===== src/rtl/cmt_pkg.sv =====
`timescale 1ns/1ps
package cmt_pkg;
  typedef enum logic [1:0] {
    M_WRITE = 2'd0,
    M_ARMED = 2'd1,
    M_CLKHI = 2'd2,
    M_READ  = 2'd3
  } mode_e;

  localparam int DEF_ROW_W  = 5;
  localparam int DEF_ROT_W  = 8;
  localparam int DEF_DATA_W = 4;
  localparam int DEF_SEL_W  = 2;
endpackage


===== src/rtl/cmt_seq_core.sv =====
`timescale 1ns/1ps
module cmt_seq_core #(
  parameter int ROW_W  = 5,
  parameter int ROT_W  = 8,
  parameter int DATA_W = 4,
  parameter int SEL_W  = 2
) (
  input  logic              clk,
  input  logic              rst_n,
  input  logic              run_en,
  input  logic              load_en,
  input  logic [ROW_W-1:0]  load_row,
  input  logic [ROT_W-1:0]  load_rot,
  input  logic [SEL_W-1:0]  load_blk,
  input  logic [SEL_W-1:0]  load_nib,
  output logic [ROW_W-1:0]  row_cnt,
  output logic [DATA_W-1:0] wr_nib,
  output logic [SEL_W-1:0]  blk_q,
  output logic [SEL_W-1:0]  nib_q,
  output logic              sync_q
);
  localparam logic [ROW_W-1:0] LAST_ROW = {ROW_W{1'b1}};

  function automatic logic [ROW_W-1:0] row_after(input logic [ROW_W-1:0] r);
    return r + ROW_W'(1);
  endfunction

  function automatic logic [ROT_W-1:0] rot_after(input logic [ROT_W-1:0] v);
    return {v[ROT_W-2:0], v[ROT_W-1]};
  endfunction

  logic [ROT_W-1:0] rot;
  logic             at_last;     // counter sits on the final row
  logic             load_take;   // preload accepted this edge

  assign at_last   = (row_cnt == LAST_ROW);
  assign load_take = load_en && !run_en;
  assign wr_nib    = rot[DATA_W-1:0];

  always_ff @(posedge clk or negedge rst_n) begin
    if (!rst_n) begin
      row_cnt <= '0;
      rot     <= '0;
      blk_q   <= '0;
      nib_q   <= '0;
      sync_q  <= 1'b0;
    end else if (run_en) begin
      row_cnt <= row_after(row_cnt);
      rot     <= rot_after(rot);
      sync_q  <= at_last;
    end else begin
      sync_q <= 1'b0;
      if (load_take) begin
        row_cnt <= load_row;
        rot     <= load_rot;
        blk_q   <= load_blk;
        nib_q   <= load_nib;
      end
    end
  end

  p_row_step_r3: assert property (@(posedge clk) disable iff (!rst_n)
    run_en |=> (ROW_W'(row_cnt - $past(row_cnt)) == ROW_W'(1)));

  p_rot_ones_r4: assert property (@(posedge clk) disable iff (!rst_n)
    run_en |=> ($countones(rot) == $countones($past(rot))));

  p_idle_hold_r11: assert property (@(posedge clk) disable iff (!rst_n)
    (!run_en && !load_en) |=> ($stable(row_cnt) && $stable(rot)));

  p_target_kept_r2: assert property (@(posedge clk) disable iff (!rst_n)
    run_en |=> ($stable(blk_q) && $stable(nib_q)));

  p_sync_wrap_r6: assert property (@(posedge clk) disable iff (!rst_n)
    sync_q |-> (row_cnt == '0));
endmodule


===== src/rtl/cmt_mode_ctrl.sv =====
`timescale 1ns/1ps
module cmt_mode_ctrl
  import cmt_pkg::*;
#(
  parameter int SYNC_N = 2
) (
  input  logic clk,
  input  logic rst_n,
  input  logic run_en,
  input  logic scan_clk_pin,
  input  logic scan_mode_pin,
  output logic wr_ok,
  output logic rd_ok
);
  logic [SYNC_N-1:0][1:0] stg;
  logic  sclk_s, smode_s;
  mode_e state, nxt;

  always_ff @(posedge clk or negedge rst_n) begin
    if (!rst_n) begin
      stg <= '0;
    end else begin
      for (int k = SYNC_N - 1; k > 0; k--) stg[k] <= stg[k-1];
      stg[0] <= {scan_mode_pin, scan_clk_pin};
    end
  end

  assign sclk_s  = stg[SYNC_N-1][0];
  assign smode_s = stg[SYNC_N-1][1];

  always_comb begin
    nxt = state;
    if (!run_en) begin
      nxt = sclk_s ? M_READ : M_WRITE;
    end else begin
      case (state)
        M_WRITE: if (smode_s) nxt = M_ARMED;
        M_ARMED: if (!smode_s) nxt = M_WRITE;
                 else if (sclk_s) nxt = M_CLKHI;
        M_CLKHI: if (!smode_s) nxt = M_READ;
        default: nxt = M_READ;
      endcase
    end
  end

  always_ff @(posedge clk or negedge rst_n) begin
    if (!rst_n) state <= M_WRITE;
    else        state <= nxt;
  end

  assign wr_ok = run_en && (state == M_WRITE);
  assign rd_ok = run_en && (state == M_READ);

  p_no_skip_r10: assert property (@(posedge clk) disable iff (!rst_n)
    (run_en && state == M_WRITE) |=> (state != M_READ));

  p_read_sticky_r10: assert property (@(posedge clk) disable iff (!rst_n)
    (run_en && state == M_READ && run_en) |=> (state == M_READ || !$past(run_en)));
endmodule


===== src/rtl/cmt_addr_stage.sv =====
`timescale 1ns/1ps
module cmt_addr_stage #(
  parameter int ROW_W  = 5,
  parameter int DATA_W = 4
) (
  input  logic              clk,
  input  logic              rst_n,
  input  logic [ROW_W-1:0]  row_in,
  input  logic [DATA_W-1:0] data_in,
  input  logic              wr_ok,
  output logic [ROW_W-1:0]  mem_row,
  output logic [DATA_W-1:0] mem_wdata,
  output logic              mem_we
);
  logic we_arm;   // strobe armed for the coming high phase

  always_ff @(negedge clk or negedge rst_n) begin
    if (!rst_n) begin
      mem_row   <= '0;
      mem_wdata <= '0;
      we_arm    <= 1'b0;
    end else begin
      mem_row   <= row_in;
      mem_wdata <= data_in;
      we_arm    <= wr_ok;
    end
  end

  assign mem_we = we_arm & clk;

  p_we_only_write_r10: assert property (@(posedge clk) disable iff (!rst_n)
    we_arm |-> wr_ok);
endmodule


===== src/rtl/cmt_scope_sel.sv =====
`timescale 1ns/1ps
module cmt_scope_sel #(
  parameter int DATA_W = 4,
  localparam int SSEL_W = $clog2(DATA_W)
) (
  input  logic              clk,
  input  logic              rst_n,
  input  logic              rd_ok,
  input  logic [SSEL_W-1:0] sel,
  input  logic [DATA_W-1:0] rdata,
  output logic              scope_q
);
  logic [DATA_W-1:0] pick;
  logic              picked;

  for (genvar k = 0; k < DATA_W; k++) begin : g_pick
    assign pick[k] = rdata[k] && (sel == SSEL_W'(k));
  end
  assign picked = |pick;

  always_ff @(posedge clk or negedge rst_n) begin
    if (!rst_n)     scope_q <= 1'b0;
    else if (rd_ok) scope_q <= picked;
  end

  p_scope_hold_r8: assert property (@(posedge clk) disable iff (!rst_n)
    !rd_ok |=> $stable(scope_q));
endmodule


===== src/rtl/cmt_pattern_gen.sv =====
`timescale 1ns/1ps
module cmt_pattern_gen #(
  parameter int ROW_W  = cmt_pkg::DEF_ROW_W,
  parameter int ROT_W  = cmt_pkg::DEF_ROT_W,
  parameter int DATA_W = cmt_pkg::DEF_DATA_W,
  parameter int SEL_W  = cmt_pkg::DEF_SEL_W,
  parameter int SYNC_N = 2,
  localparam int SSEL_W = $clog2(DATA_W)
) (
  input  logic              hs_clk,
  input  logic              rst_n,
  input  logic              run_en,
  input  logic              load_en,
  input  logic [ROW_W-1:0]  load_row,
  input  logic [ROT_W-1:0]  load_rot,
  input  logic [SEL_W-1:0]  load_blk,
  input  logic [SEL_W-1:0]  load_nib,
  input  logic              scan_clk_pin,
  input  logic              scan_mode_pin,
  input  logic [SSEL_W-1:0] scope_sel,
  input  logic [DATA_W-1:0] mem_rdata,
  output logic [ROW_W-1:0]  mem_row,
  output logic [SEL_W-1:0]  mem_blk,
  output logic [SEL_W-1:0]  mem_nib,
  output logic [DATA_W-1:0] mem_wdata,
  output logic              mem_we,
  output logic              scope_out,
  output logic              sync_out
);
  logic [ROW_W-1:0]  row_cnt;
  logic [DATA_W-1:0] wr_nib;
  logic              wr_ok, rd_ok;

  cmt_seq_core #(.ROW_W(ROW_W), .ROT_W(ROT_W), .DATA_W(DATA_W), .SEL_W(SEL_W)) u_seq (
    .clk(hs_clk), .rst_n(rst_n), .run_en(run_en), .load_en(load_en),
    .load_row(load_row), .load_rot(load_rot), .load_blk(load_blk), .load_nib(load_nib),
    .row_cnt(row_cnt), .wr_nib(wr_nib), .blk_q(mem_blk), .nib_q(mem_nib), .sync_q(sync_out)
  );

  cmt_mode_ctrl #(.SYNC_N(SYNC_N)) u_mode (
    .clk(hs_clk), .rst_n(rst_n), .run_en(run_en),
    .scan_clk_pin(scan_clk_pin), .scan_mode_pin(scan_mode_pin),
    .wr_ok(wr_ok), .rd_ok(rd_ok)
  );

  cmt_addr_stage #(.ROW_W(ROW_W), .DATA_W(DATA_W)) u_addr (
    .clk(hs_clk), .rst_n(rst_n), .row_in(row_cnt), .data_in(wr_nib), .wr_ok(wr_ok),
    .mem_row(mem_row), .mem_wdata(mem_wdata), .mem_we(mem_we)
  );

  cmt_scope_sel #(.DATA_W(DATA_W)) u_scope (
    .clk(hs_clk), .rst_n(rst_n), .rd_ok(rd_ok), .sel(scope_sel),
    .rdata(mem_rdata), .scope_q(scope_out)
  );
endmodule


===== config.mk =====
export PLATFORM = sky130hd
export DESIGN_NAME = cmt_pattern_gen
export DESIGN_NICKNAME = d
export VERILOG_FILES = /design/src/rtl/cmt_pkg.sv /design/src/rtl/cmt_seq_core.sv /design/src/rtl/cmt_mode_ctrl.sv /design/src/rtl/cmt_addr_stage.sv /design/src/rtl/cmt_scope_sel.sv /design/src/rtl/cmt_pattern_gen.sv
export SDC_FILE = /design/constraint.sdc
export NUM_CORES = 1
export LEC_CHECK = 0
export BUFFER_PORTS_ARGS = -buffer_cell sky130_fd_sc_hd__buf_2
export CAP_MARGIN = 30
export CORE_MARGIN = 2
export CORE_UTILIZATION = 45
export DETAILED_ROUTE_END_ITERATION = 12
export PLACE_DENSITY_LB_ADDON = 0.12
export SLEW_MARGIN = 20
export SYNTH_ARGS = -nofsm -noshare
export SYNTH_HDL_FRONTEND = slang
export SYNTH_SLANG_ARGS = --single-unit

===== constraint.sdc =====
create_clock -name hs_clk -period 1.6 [get_ports hs_clk]
set_clock_uncertainty 0.15 [all_clocks]
set_input_delay 0.16 -clock hs_clk [delete_from_list [all_inputs] [get_ports hs_clk]]
set_output_delay 0.16 -clock hs_clk [all_outputs]
set_load 0.05 [all_outputs]

Yosys cells after proc, flatten, opt, wreduce, memory -nomap -nowiden
Cells that the tools add are included.

word-level totals
  flip-flop bits (word level) = 35
  input port bits = 29
  output and inout port bits = 16
  logic and storage cells = 51

cells by class
  add/sub/neg operators = 1
  equality and inequality tests = 10
  muxes and demuxes = 12
  bitwise operators = 2
  reductions and logical operators = 14

operator list
  cell                   number
  $mux W8                2
  $mux W2                6
  $mux W5                2
  $eq A2 B2 Y1 const B   4
  $logic_and A1 B1 Y1    7
  $pmux W2 S3            1
  $add A5 B1 Y5 const B  1
  $eq A5 B5 Y1 const B   1
  $eq A2 B1 Y1 const B   2
  $logic_not A2 Y1       2
  $ne A4 B4 Y1 const B   1
  $reduce_or A4 Y1       1
  $ne A3 B2 Y1 const B   1
  $ne A3 B3 Y1 const B   1
  $reduce_and A3 Y1      1
  $reduce_and A2 Y1      1
  $reduce_bool A2 Y1     1
  $and A1 B1 Y1          1
  $logic_not A1 Y1       1
  $mux W1                1
  $not A1 Y1             1

Logic depth before layout (Yosys ltp)
  word-level depth = 4
  depth in mapped cells = 5
  gate-level depth less buffers = 5

By module
From an unflattened synthesis, not the netlist that was laid out.

second synthesis, totals
  cell total of the unflattened synthesis = 112
  area total of the unflattened synthesis = 1465.2 um^2

by module, submodules not included
  module          times used  cells each  area an instance (um^2)  sequential area each (um^2)
  cmt_seq_core    1           80          914.6                    450.4
  cmt_addr_stage  1           11          256.5                    250.2
  cmt_mode_ctrl   1           14          217.7                    150.1
  cmt_scope_sel   1           7           76.3                     25.0

==> metrics.yaml <==
routing:
  wl_per_cell_um: 13.3
  first_iter_violations: 17
  drt-vias-per-instance: 4.87
  drt_wl_total_um: 2900
  num_vias: 1062
  drc_errors: 4
  drt_pass1_iterations: 8
  ant_nets: 0
clock_network:
  cts_setup_buffers: 0
  clkLatencyLatePin_ps: 430
  cts_tree: "done"
  clk_pin_slew_ps: 100
power_and_ir_drop:
  combPwrFrac: 0.272
  p_sw_uw: 798
  leakagePower_nw: 1.00
  irDropWorstVdd_uv: 727
  internal_power_mw: 1.65
  p_per_area_nw_per_um2: 1200
  power_switching_share: 0.326
  pwr-share-clk: 0.279
  p_seq_frac: 0.449
worst_setup_path:
  end_kind: "primary output"
  slowest_delay_ps: 390
  start_kind: "register"
  crit_buf_inv: 1
  path_max_fanout: 1
  cp.required_ps: 1290
  critPathTopFamily: "flip-flops"
  cp_cell_sequence: "and2_4 -> buf_8"
  critical_path_class: "register to primary output"
  cp_slowest_cell: "dfrtn_1"
  cp.arrival_ps: 1880
place:
  gp_congestion: 0.655
  place_hpwl_um: 1810
  dpl-instance-area_um2: 1670
  portBuffers: 44
  dp_cells: 186
floorplanning:
  die_area_um2: 3460
  die_h_um: 58.8
  die_x_um: 58.8
  core_region_area_um2: 2810
  start_util: 0.482
  ios: 45
  rows: 19
global_routing:
  grt-ovfl-total: 0
  grt_pass1_vias: 1149
  grtUsageTotal: 0.199
  antenna_found_initial: 0
  grt_pass1_wl_um: 4760
  grt_max_degree: 33
yosys:
  synth_area_per_cell_um2: 12.9
  syn-num-nets: 136
  yosysWarnings: 0
  dominantRegCellSynth: "dfrtp_1"
  ys_seq_area_frac: 0.648
  synthCells: 105
  synth_cell_types: 24
  async_flop_share: 1.00
  synth_edf_count: 0
  syn_area_um2: 1350
  synth_seq_cells: 35
final_layout:
  final_cell_mix: "buf_2, dfrtp_1, dlygate4sd3_1, nand2_1, o21ai_0"
  diodes: 0
  syn_to_final_growth_pct: 51.2
  nFillCells: 218
  stdcell_count: 218
  fin_nets: 217
  final_common_cell: "buf_2"
  stdcell_area_um2: 2040
  drive_gt1_frac: 0.390
  utilization: 0.729
outcome:
  violations: "DRC, setup timing"
  status: "finished, violations left"
timing:
  setup_viol: 11
  finalWorstSetupSlack_ps: -592
  slew_headroom: 0.694
  maxSlewViolCount: 0
  worst_slew_pin_slew_ps: 458
  finalHoldViolCount: 0
  rsz0062_at_grt: "true"
hold_path:
  hp-class: "primary input to register"
flow_run:
  maxCapViolCount: 0
cell type report:
cell class / count / area [um^2] / share of cell area
clock buffer: 11 / 103 / 0.0502
clock inverter: 1 / 7.51 / 0.00367
inverter: 1 / 3.75 / 0.00184
multi-input combinational: 64 / 452 / 0.221
sequential: 35 / 876 / 0.428
tap: 31 / 38.8 / 0.0190
timing repair buffer: 75 / 564 / 0.276
power by group through the flow:
stage	Clock (mW)	Sequential, mW	Combinational (mW)
2_1_floorplan	0.0243	1.33	0.151
3_3_place_gp	0.0274	1.10	0.564
3_5_place_dp	0.0274	1.10	0.573
4_1_cts	0.706	1.10	0.663
5_1_grt	0.756	1.12	0.716
6_report	0.683	1.10	0.665
worst paths after layout:
check | slack (ps) | cells after the start | end | startpoint
worst min-delay path | 30 | 3 | u_scope.scope_q | mem_rdata[0]
worst max-delay path | -590 | 2 | mem_we | u_addr.we_arm
worst max register to register | 60 | 0 | u_addr.mem_row[3] | u_seq.row_cnt[3]
worst min register to register | 210 | 0 | u_mode.smode_s | u_mode.stg[1]
max in group asynchronous | 190 | 2 | u_addr.we_arm | rst_n
min in group asynchronous | 70 | 2 | u_seq.sync_q | rst_n
stage by stage:
stage                     setup slack [ps]  total power [mW]  setup TNS, ps  hold slack (ps)
after floorplan                       -161              1.51          -1540             -286
after global placement                -232              1.69          -1340            -20.9
after detailed placement              -235              1.70          -1390            -10.6
after CTS                             -610              2.47          -5380             20.8
after global routing                  -632              2.59          -5720             37.0
final                                 -592              2.45          -5230             34.0
state kept, by name (all words and copies together) (netlist names):
name,count
u_scope.scope_q,1
u_seq.blk_q,2
u_mode.sclk_s,1
u_seq.row_cnt,5
u_seq.rot,8
u_addr.mem_row,5
u_addr.we_arm,1
u_mode.stg,2
u_addr.mem_wdata,4
u_seq.nib_q,2
u_seq.sync_q,1
u_mode.smode_s,1
u_mode.state,2
worst min-delay path: cells and delay by family:
family                 cells  cell delay, ps
buffers and inverters      1              70
multiplexers               2             340
metal layers:
| metal | global-route usage | up-vias | wire length (um) |
|---|---|---|---|
| met1 | 0.192 | 505 | 1140 |
| li1 | - | 524 | - |
| met5 | 0 | - | 0 |
| met3 | 0.0791 | 3 | 136 |
| met4 | 0.110 | 0 | 31 |
| met2 | 0.356 | 30 | 1590 |
timing repair:
action	4_1_cts	5_1_grt
pin swaps	0	0
hold endpoints to repair	45	0
hold buffers	21	0
resized for setup	21	0
gates cloned	0	0
endpoints found under the setup margin	11	11
cells by family (layout without fill, tap and decap cells):
logic type               Yosys count  after routing  synth area share
buffers and inverters              6             88            0.0203
AND/OR/NAND/NOR                   23             23            0.0823
multiplexers                      16             16             0.132
flip-flops                        35             35             0.648
XOR/XNOR                           2              2            0.0130
adder cells (fa/ha/maj)            2              2            0.0185
AO/OA/AOI/OAI                     21             21            0.0860
Yosys cell counts, drive strengths merged, types with 2 or more instances:
cell type / count / area (um^2)
dfrtp: 25 / 626
nand2: 13 / 48.8
o21ai: 12 / 60.1
dfrtn: 10 / 250
mux2i: 10 / 100
mux2: 5 / 56.3
a21oi: 4 / 20.0
a211oi: 3 / 22.5
clkbuf: 3 / 11.3
nor2b: 3 / 18.8
and2: 2 / 12.5
buf: 2 / 12.5
ha: 2 / 25.0
nand3: 2 / 10.0
No activity file was read; power rests on OpenSTA's default activity.
